==> src/rtl/tick_timer_pkg.sv <==
package tick_timer_pkg;
  localparam int DATA_W     = 32;
  localparam int OFF_CTRL   = 'h0;
  localparam int OFF_RELOAD = 'h4;
  localparam int OFF_CUR    = 'h8;
  localparam int OFF_CALIB  = 'hC;
  localparam int EN_BIT     = 0;
  localparam int IE_BIT     = 1;
  localparam int SRC_BIT    = 2;
  localparam int FLAG_BIT   = 16;

  typedef enum logic [2:0] {
    SEL_NONE,
    SEL_CTRL,
    SEL_RELOAD,
    SEL_CUR,
    SEL_CALIB
  } reg_sel_e;
endpackage

==> src/rtl/tick_access_decode.sv <==
module tick_access_decode
  import tick_timer_pkg::*;
#(
  parameter int ADDR_W = 8
) (
  input  logic              req_valid,
  input  logic              req_write,
  input  logic              req_user,
  input  logic [ADDR_W-1:0] req_addr,
  output reg_sel_e          sel,
  output logic              wr_ok,
  output logic              rd_ok,
  output logic              deny
);
  always_comb begin
    if (req_addr == ADDR_W'(OFF_CTRL))        sel = SEL_CTRL;
    else if (req_addr == ADDR_W'(OFF_RELOAD)) sel = SEL_RELOAD;
    else if (req_addr == ADDR_W'(OFF_CUR))    sel = SEL_CUR;
    else if (req_addr == ADDR_W'(OFF_CALIB))  sel = SEL_CALIB;
    else                                      sel = SEL_NONE;
  end

  assign deny  = req_valid && req_user;
  assign wr_ok = req_valid && !req_user && req_write;
  assign rd_ok = req_valid && !req_user && !req_write;
endmodule

==> src/rtl/tick_down_counter.sv <==
module tick_down_counter #(
  parameter int CNT_W = 24
) (
  input  logic             clk,
  input  logic             rst_n,
  input  logic             step,
  input  logic             clear,
  input  logic             restart,
  input  logic [CNT_W-1:0] reload,
  output logic [CNT_W-1:0] count,
  output logic             expire
);
  localparam logic [CNT_W-1:0] ONE = CNT_W'(1);

  logic [CNT_W-1:0] count_q;
  logic             halted_q;
  logic             advance;
  logic             reload_zero;

  assign reload_zero = (reload == '0);
  assign advance     = step && !halted_q && !clear;
  assign expire      = advance && (count_q == ONE);
  assign count       = count_q;

  always_ff @(posedge clk) begin
    if (!rst_n) begin
      count_q  <= '0;
      halted_q <= 1'b0;
    end else begin
      if (clear)
        count_q <= '0;
      else if (advance)
        count_q <= (count_q == '0) ? reload : count_q - ONE;

      if ((clear || expire) && reload_zero)
        halted_q <= 1'b1;
      else if (restart)
        halted_q <= 1'b0;
    end
  end
endmodule

==> src/rtl/tick_read_mux.sv <==
module tick_read_mux
  import tick_timer_pkg::*;
#(
  parameter int CNT_W     = 24,
  parameter int CALIB_VAL = 10000
) (
  input  reg_sel_e            sel,
  input  logic                run_en,
  input  logic                irq_en,
  input  logic                src_core,
  input  logic                flag,
  input  logic [CNT_W-1:0]    reload,
  input  logic [CNT_W-1:0]    count,
  output logic [DATA_W-1:0]   rdata
);
  always_comb begin
    rdata = '0;
    case (sel)
      SEL_CTRL: begin
        rdata[EN_BIT]   = run_en;
        rdata[IE_BIT]   = irq_en;
        rdata[SRC_BIT]  = src_core;
        rdata[FLAG_BIT] = flag;
      end
      SEL_RELOAD: rdata = DATA_W'(reload);
      SEL_CUR:    rdata = DATA_W'(count);
      SEL_CALIB:  rdata = DATA_W'(CALIB_VAL);
      default:    rdata = '0;
    endcase
  end
endmodule

==> src/rtl/periodic_tick_timer.sv <==
module periodic_tick_timer
  import tick_timer_pkg::*;
#(
  parameter int CNT_W     = 24,
  parameter int ADDR_W    = 8,
  parameter int CALIB_VAL = 10000
) (
  input  logic              clk,
  input  logic              rst_n,
  input  logic              ref_tick_en,
  input  logic              req_valid,
  input  logic              req_write,
  input  logic              req_user,
  input  logic [ADDR_W-1:0] req_addr,
  input  logic [31:0]       req_wdata,
  output logic              rsp_valid,
  output logic [31:0]       rsp_rdata,
  output logic              rsp_err,
  output logic              irq_pulse
);
  reg_sel_e          sel;
  logic              wr_ok, rd_ok, deny;
  logic              en_q, ie_q, src_q, flag_q, irq_q;
  logic [CNT_W-1:0]  reload_q;
  logic [CNT_W-1:0]  cnt;
  logic              expire;
  logic              step, clear_cnt, restart;
  logic              ctrl_wr, ctrl_rd;
  logic [DATA_W-1:0] rd_mux;
  logic              rsp_valid_q, rsp_err_q;
  logic [DATA_W-1:0] rsp_rdata_q;
  logic              wdata_unused;

  assign wdata_unused = ^req_wdata[DATA_W-1:CNT_W];

  tick_access_decode #(.ADDR_W(ADDR_W)) u_dec (
    .req_valid (req_valid),
    .req_write (req_write),
    .req_user  (req_user),
    .req_addr  (req_addr),
    .sel       (sel),
    .wr_ok     (wr_ok),
    .rd_ok     (rd_ok),
    .deny      (deny)
  );

  assign ctrl_wr   = wr_ok && (sel == SEL_CTRL);
  assign ctrl_rd   = rd_ok && (sel == SEL_CTRL);
  assign clear_cnt = wr_ok && (sel == SEL_CUR);
  assign restart   = ctrl_wr && req_wdata[EN_BIT] && !en_q;
  assign step      = en_q && (src_q || ref_tick_en);

  tick_down_counter #(.CNT_W(CNT_W)) u_cnt (
    .clk     (clk),
    .rst_n   (rst_n),
    .step    (step),
    .clear   (clear_cnt),
    .restart (restart),
    .reload  (reload_q),
    .count   (cnt),
    .expire  (expire)
  );

  tick_read_mux #(.CNT_W(CNT_W), .CALIB_VAL(CALIB_VAL)) u_mux (
    .sel      (sel),
    .run_en   (en_q),
    .irq_en   (ie_q),
    .src_core (src_q),
    .flag     (flag_q),
    .reload   (reload_q),
    .count    (cnt),
    .rdata    (rd_mux)
  );

  always_ff @(posedge clk) begin
    if (!rst_n) begin
      en_q     <= 1'b0;
      ie_q     <= 1'b0;
      src_q    <= 1'b0;
      flag_q   <= 1'b0;
      irq_q    <= 1'b0;
      reload_q <= '0;
    end else begin
      if (ctrl_wr) begin
        en_q  <= req_wdata[EN_BIT];
        ie_q  <= req_wdata[IE_BIT];
        src_q <= req_wdata[SRC_BIT];
      end
      if (wr_ok && (sel == SEL_RELOAD))
        reload_q <= req_wdata[CNT_W-1:0];
      if (expire)
        flag_q <= 1'b1;
      else if (ctrl_rd || clear_cnt)
        flag_q <= 1'b0;
      irq_q <= expire && ie_q;
    end
  end

  always_ff @(posedge clk) begin
    if (!rst_n) begin
      rsp_valid_q <= 1'b0;
      rsp_err_q   <= 1'b0;
      rsp_rdata_q <= '0;
    end else begin
      rsp_valid_q <= req_valid;
      rsp_err_q   <= deny;
      rsp_rdata_q <= rd_ok ? rd_mux : '0;
    end
  end

  assign rsp_valid = rsp_valid_q;
  assign rsp_err   = rsp_err_q;
  assign rsp_rdata = rsp_rdata_q;
  assign irq_pulse = irq_q;
endmodule

==> config.mk <==
export PLATFORM = sky130hd
export DESIGN_NAME = periodic_tick_timer
export DESIGN_NICKNAME = d
export VERILOG_FILES = /design/src/rtl/tick_timer_pkg.sv /design/src/rtl/tick_access_decode.sv /design/src/rtl/tick_down_counter.sv /design/src/rtl/tick_read_mux.sv /design/src/rtl/periodic_tick_timer.sv
export SDC_FILE = /design/constraint.sdc
export NUM_CORES = 1
export LEC_CHECK = 0
export ABC_AREA = 1
export BUFFER_PORTS_ARGS = -buffer_cell sky130_fd_sc_hd__buf_2
export CAP_MARGIN = 20
export CELL_PAD_IN_SITES_DETAIL_PLACEMENT = 0
export CELL_PAD_IN_SITES_GLOBAL_PLACEMENT = 1
export CORE_MARGIN = 4
export CORE_UTILIZATION = 42
export DETAILED_ROUTE_END_ITERATION = 10
export PLACE_DENSITY = 0.87
export SYNTH_ARGS = -nofsm -noshare
export SYNTH_HDL_FRONTEND = slang
export SYNTH_SLANG_ARGS = --single-unit
==> constraint.sdc <==
create_clock -name clk -period 3.1 [get_ports clk]
set_clock_uncertainty 0.15 [all_clocks]
set_input_delay 0.62 -clock clk [delete_from_list [all_inputs] [get_ports clk]]
set_output_delay 0.62 -clock clk [all_outputs]
set_load 0.05 [all_outputs]
# == After elaboration in Yosys (flattened, before gate mapping) ==
# Cells that the tools add are included.
# op_classes
add_sub_neg,1
eq_ne,8
n_mux,13
bitwise,1
reduce_logical,31
# op_table
operator,n
24-bit logical NOT,2
13-bit case mux with 3 select lines,1
24-bit by 1-bit equality test with 1-bit output (second input constant),1
24-bit two-way mux,1
24-bit by 1-bit subtractor with 24-bit output (second input constant),1
8-bit by 4-bit equality test with 1-bit output (second input constant),2
1-bit logical AND,16
7-bit case mux with 2 select lines,1
3-bit two-way mux,4
3-bit case mux with 3 select lines,1
8-bit by 3-bit equality test with 1-bit output (second input constant),1
8-bit logical NOT,1
3-bit by 2-bit equality test with 1-bit output (second input constant),2
1-bit logical NOT,5
1-bit two-way mux,4
2-bit nonzero test,2
3-bit by 1-bit equality test with 1-bit output (second input constant),1
3-bit equality test (second input constant),1
1-bit logical OR,3
1-bit case mux with 3 select lines,1
2-bit AND reduction,1
2-bit OR reduction,1
1-bit inverter,1
# totals
reg_bits,88
input_bits,46
output_inout_bits,35
wordCells,65

# == Depth between registers and ports, before layout ==
# logic_depth
ltp_word,13
mapped_depth,10
mapped_depth_nobuf,9

# == Modules after synthesis ==
# From an unflattened synthesis, not the netlist that was laid out.
# hier_totals
cells_unflattened,718
area_unflattened_um2,4909.7
# by_module_without_submodules
module,instances,cells_each,area_each_um2,seq_area_each_um2
periodic_tick_timer,1,250,2074.5,1261.2
tick_down_counter,1,348,2011.9,500.5
tick_read_mux,1,103,753.2,0.0
tick_access_decode,1,17,70.1,0.0

# == Least setup slack after synthesis ==
# No wires, ideal clock.
# synth_path
path_type,input -> register
from,input port req_addr[7]
to,register reload_q[17]
setup_ns,0.119
arrival_time_ns,1.591
t_required_ns,2.831
setup_slack_ns,1.239
path_stages,9
path_buffers,1
path_cell_list,nor2_1 > nand2_2 > inv_2 > nand4_4 > inv_2 > nand2_1 > clkbuf_1 > o21ai_0 > a21oi_1
# synth_via
elab_chain_len,7
word_cells_on_any_way,10
cone_classes,eq/ne (4); mux (4); reduce/logical (2)
# synth_lines
element,line,text
"start, declared",periodic_tick_timer.sv:14,"input logic [ADDR_W-1:0] req_addr,"
8-bit by 4-bit equality test with 1-bit output,tick_access_decode.sv:19,else if (req_addr == ADDR_W'(OFF_CALIB)) sel = SEL_CALIB;
3-bit two-way mux,tick_access_decode.sv:19,
3-bit two-way mux,tick_access_decode.sv:18,else if (req_addr == ADDR_W'(OFF_CUR)) sel = SEL_CUR;
3-bit two-way mux,tick_access_decode.sv:17,else if (req_addr == ADDR_W'(OFF_RELOAD)) sel = SEL_RELOAD;
3-bit two-way mux *,tick_access_decode.sv:16,if (req_addr == ADDR_W'(OFF_CTRL)) sel = SEL_CTRL;
3-bit by 2-bit equality test with 1-bit output *,periodic_tick_timer.sv:89,if (wr_ok && (sel == SEL_RELOAD))
1-bit logical AND *,periodic_tick_timer.sv:89,
"end signal, assigned",periodic_tick_timer.sv:90,reload_q <= req_wdata[CNT_W-1:0];
"end, declared",periodic_tick_timer.sv:24,logic [CNT_W-1:0] reload_q;
# Mark *: on every way between the ends. The rest lies on a longest branch, timed or not.
# A chain may end at the register's enable or synchronous reset.

# == Final worst setup path ==
# layout_path
from,register u_cnt.count_q[9] (netlist: u_cnt.count[9])
to,register u_cnt.count_q[16] (netlist: u_cnt.count[16])
# layout_via
elab_chain_len,2
word_cells_on_any_way,3
cone_classes,add/sub (1); mux (1); reduce/logical (1)
# layout_lines
element,line,text
"start, declared",tick_down_counter.sv:15,logic [CNT_W-1:0] count_q;
"start signal, assigned",tick_down_counter.sv:33,count_q <= (count_q == '0) ? reload : count_q - ONE;
24-bit by 1-bit subtractor with 24-bit output / 24-bit logical NOT (equally long branches),tick_down_counter.sv:33,
24-bit two-way mux *,tick_down_counter.sv:33,
# Marks and branches as above.

==> flow_metrics.env <==
export IMPL_avgSynthCellArea_um2=6.81
export IMPL_required_ns=3.18
export IMPL_instances_no_fill=826
export IMPL_critical_path_slowest_cell="nand3_4"
export IMPL_power_mw=1.90
export IMPL_grt_usage_pct=20.6
export IMPL_drtIter0Drc=306
export IMPL_core_area_um2=9860
export IMPL_synthArstFlopShare_pct=0
export IMPL_dp_cells=811
export IMPL_numPortBuffers=64
export IMPL_grt_max_degree=35
export IMPL_drc=0
export IMPL_vdd_ir_drop_worst_mv=0.230
export IMPL_dr_pass1_iters=7
export IMPL_clk_latency_ns=0.35
export IMPL_clockBufferDepth=2
export IMPL_layout_drive_gt1_share_pct=17.3
export IMPL_rows=36
export IMPL_cp_max_fo=32
export IMPL_synthToLayoutAreaGrowth_pct=12.7
export IMPL_path_cells="nor2_2 -> nand2_1 -> nor2_4 -> nand3_4 -> nor2_1 -> nor2_1 -> nand2_1 -> a21oi_1"
export IMPL_synth_edff_count=0
export IMPL_max_cap_viol_count=0
export IMPL_cts_root_buf="clkbuf_8"
export IMPL_ctsResizeCount=0
export IMPL_synth_ff_type="dfxtp_1"
export IMPL_pin_count=81
export IMPL_leakage_nw=2.27
export IMPL_slew_viol_final=0
export IMPL_slew_headroom_pct=49.5
export IMPL_arrival_ns=2.25
export IMPL_synth_area_leaders="dfxtp_1 37%, nand2_1 13%, a21oi_1 7.1%"
export IMPL_run_status="finished clean"
export IMPL_synth_most_common_cell="nand2_1"
export IMPL_antenna_found_initial=0
export IMPL_hold_viol=0
export IMPL_drt_wl_total_mm=11.5
export IMPL_finalSetupViolCount=0
export IMPL_endpoint_kind="register"
export IMPL_cts_tree="done"
export IMPL_grt_pass1_wl_mm=19.3
export IMPL_pwr_share_seq_pct=54.1
export IMPL_ant_nets=0
export IMPL_diodes=0
export IMPL_die_y_um=109
export IMPL_clkTransAtPathRegs_ns=0.09
export IMPL_grt_overflow_total=0
export IMPL_gp_congestion=0.895
export IMPL_swShare_pct=24.9
export IMPL_fin_util_pct=49.0
export IMPL_max_stage_delay_ns=0.41
export IMPL_yosys_area_top_type="dfxtp_1"
export IMPL_synthesis_area_um2=4290
export IMPL_post_dp_hpwl_mm=8.60
export IMPL_power_frac_clock_pct=41.0
export IMPL_synth_top_area_share_pct=37.3
export IMPL_vias=4130
export IMPL_ys_warnings_count=0
export IMPL_dieArea_um2=11900
export IMPL_hold_buffers=0
export IMPL_vias_per_cell=5.00
export IMPL_yosys_cell_types_count=34
export IMPL_layout_nets=738
export IMPL_wl_per_cell_um=13.9
export IMPL_switchingPower_mw=0.472
export IMPL_period_share_pct=69.9
export IMPL_comb_power_share_pct=4.9
export IMPL_cp_start_kind="register"
export IMPL_cp_top_family="simple AND/OR/NAND/NOR gates"
export IMPL_initial_core_util_pct=43.5
export IMPL_p_per_area_nw_per_um2=393
export IMPL_worst_path_buf_inv=0
export IMPL_synth_cells=630
export IMPL_fmax_mhz=462
export IMPL_hold_path_class="register to register"
export IMPL_synth_common_cells="153 x nand2_1, 81 x nor2_1, 80 x dfxtp_1"
export IMPL_cts_sinks=80
export IMPL_grt_pass1_vias=3948
export IMPL_synth_seq_cells=80
export IMPL_rsz0062_at_grt="false"
export IMPL_cts_setup_buffers=0
export IMPL_critPathKind="register to register"
export IMPL_die_x_um=109
export IMPL_tns_ns=0
export IMPL_cts_buffers=9
export IMPL_finalWorstPathRequiredPeriod_ns=2.17
export IMPL_internal_power_mw=1.43
export IMPL_cts_max_level=3
export IMPL_yosysSeqAreaShare_pct=37.3
export IMPL_worst_pin_slew_ns=0.755
-- cell usage in the layout (no fill, tap or decap), drive strengths merged --
cell type and count:
nand4 23, clkinvlp 2, clkbuf 9, o211ai 5, conb 8, nand3 42
nor4 2, a31oi 3, nor2 93, clkinv 1, dfxtp 80, buf 72
a21oi 62, nand3b 6, xor2 3, o221ai 2, ha 3, nor3 4
o21ai 40, nand2 160, bufinv 1, inv 72
-- tightest hold or removal path, cell delays in order, from the launching register on --
cell and delay, ns:
dfxtp_1 0.32, nand2_1 0.06, a21oi_1 0.05
-- cell families after synthesis --
kind of cell               count (synthesis)  share of synthesized area (%)
AOI/OAI and AO/OA                        112                           13.9
and+or+nand+nor                          330                           36.0
xor gates and xnor gates                   3                          0.613
DFF                                       80                           37.3
adders and majority gates                  3                          0.875
buffers and inverters                    101                           11.2
other                                      1                         0.0874
-- final cells by class --
cell class / instances / area (um2)
inverters: 70 / 263
clock inverters: 6 / 67.6
repair buffers: 72 / 380
fillers: 1050 / 5030
well taps: 133 / 166
flip-flops and latches: 80 / 1600
clock buffers: 9 / 124
multi-input cells: 456 / 2230
-- power groups by stage --
stage	logic, mW	clock network, mW	registers [mW]
after floorplan	0.0587	0	1.06
after global placement	0.0917	0	1.05
after detailed placement	0.0930	0	1.05
after CTS	0.0931	0.790	1.03
after global routing	0.101	0.836	1.03
final	0.0925	0.780	1.03
-- metal layers --
layer / vias up / GRT usage, % / share of wire, %
met3: 16 / 4.50 / 5.9
met4: 0 / 6.49 / 1.8
met1: 1859 / 28.4 / 47
met5: - / 0 / 0
li1: 2147 / - / -
met2: 108 / 32.1 / 45
-- state kept, by name, summed over array words and instances (netlist names) --
signal / flops
en_q: 1
flag_q: 1
ie_q: 1
irq_pulse: 1
reload_q: 24
rsp_err: 1
rsp_rdata: 24
rsp_valid: 1
src_q: 1
u_cnt.count: 24
u_cnt.halted_q: 1
-- final timing paths --
| path | end | startpoint | depth (start not counted) | slack [ns] |
|---|---|---|---|---|
| max | u_cnt.count[16]$_SDFFE_PP0P_ | u_cnt.count[9]$_SDFFE_PP0P_ | 8 | 0.93 |
| min | rsp_rdata[20]$_SDFF_PN0_ | reload_q[20]$_SDFFE_PN0P_ | 2 | 0.32 |
| max reg2reg | u_cnt.count[16]$_SDFFE_PP0P_ | u_cnt.count[9]$_SDFFE_PP0P_ | 8 | 0.93 |
| min reg2reg | rsp_rdata[20]$_SDFF_PN0_ | reload_q[20]$_SDFFE_PN0P_ | 2 | 0.32 |
-- stage by stage --
step                worst slack [ns]  cell area [um2]  hold slack (ns)
CTS                            0.920             4830            0.316
global placement               0.621             4640            0.304
detailed placement             0.550             4640            0.303
finish                         0.934             4830            0.318
floorplan                       1.24             4320            0.280
global route                   0.632             4830            0.339
(Power assumes the default switching activity.)
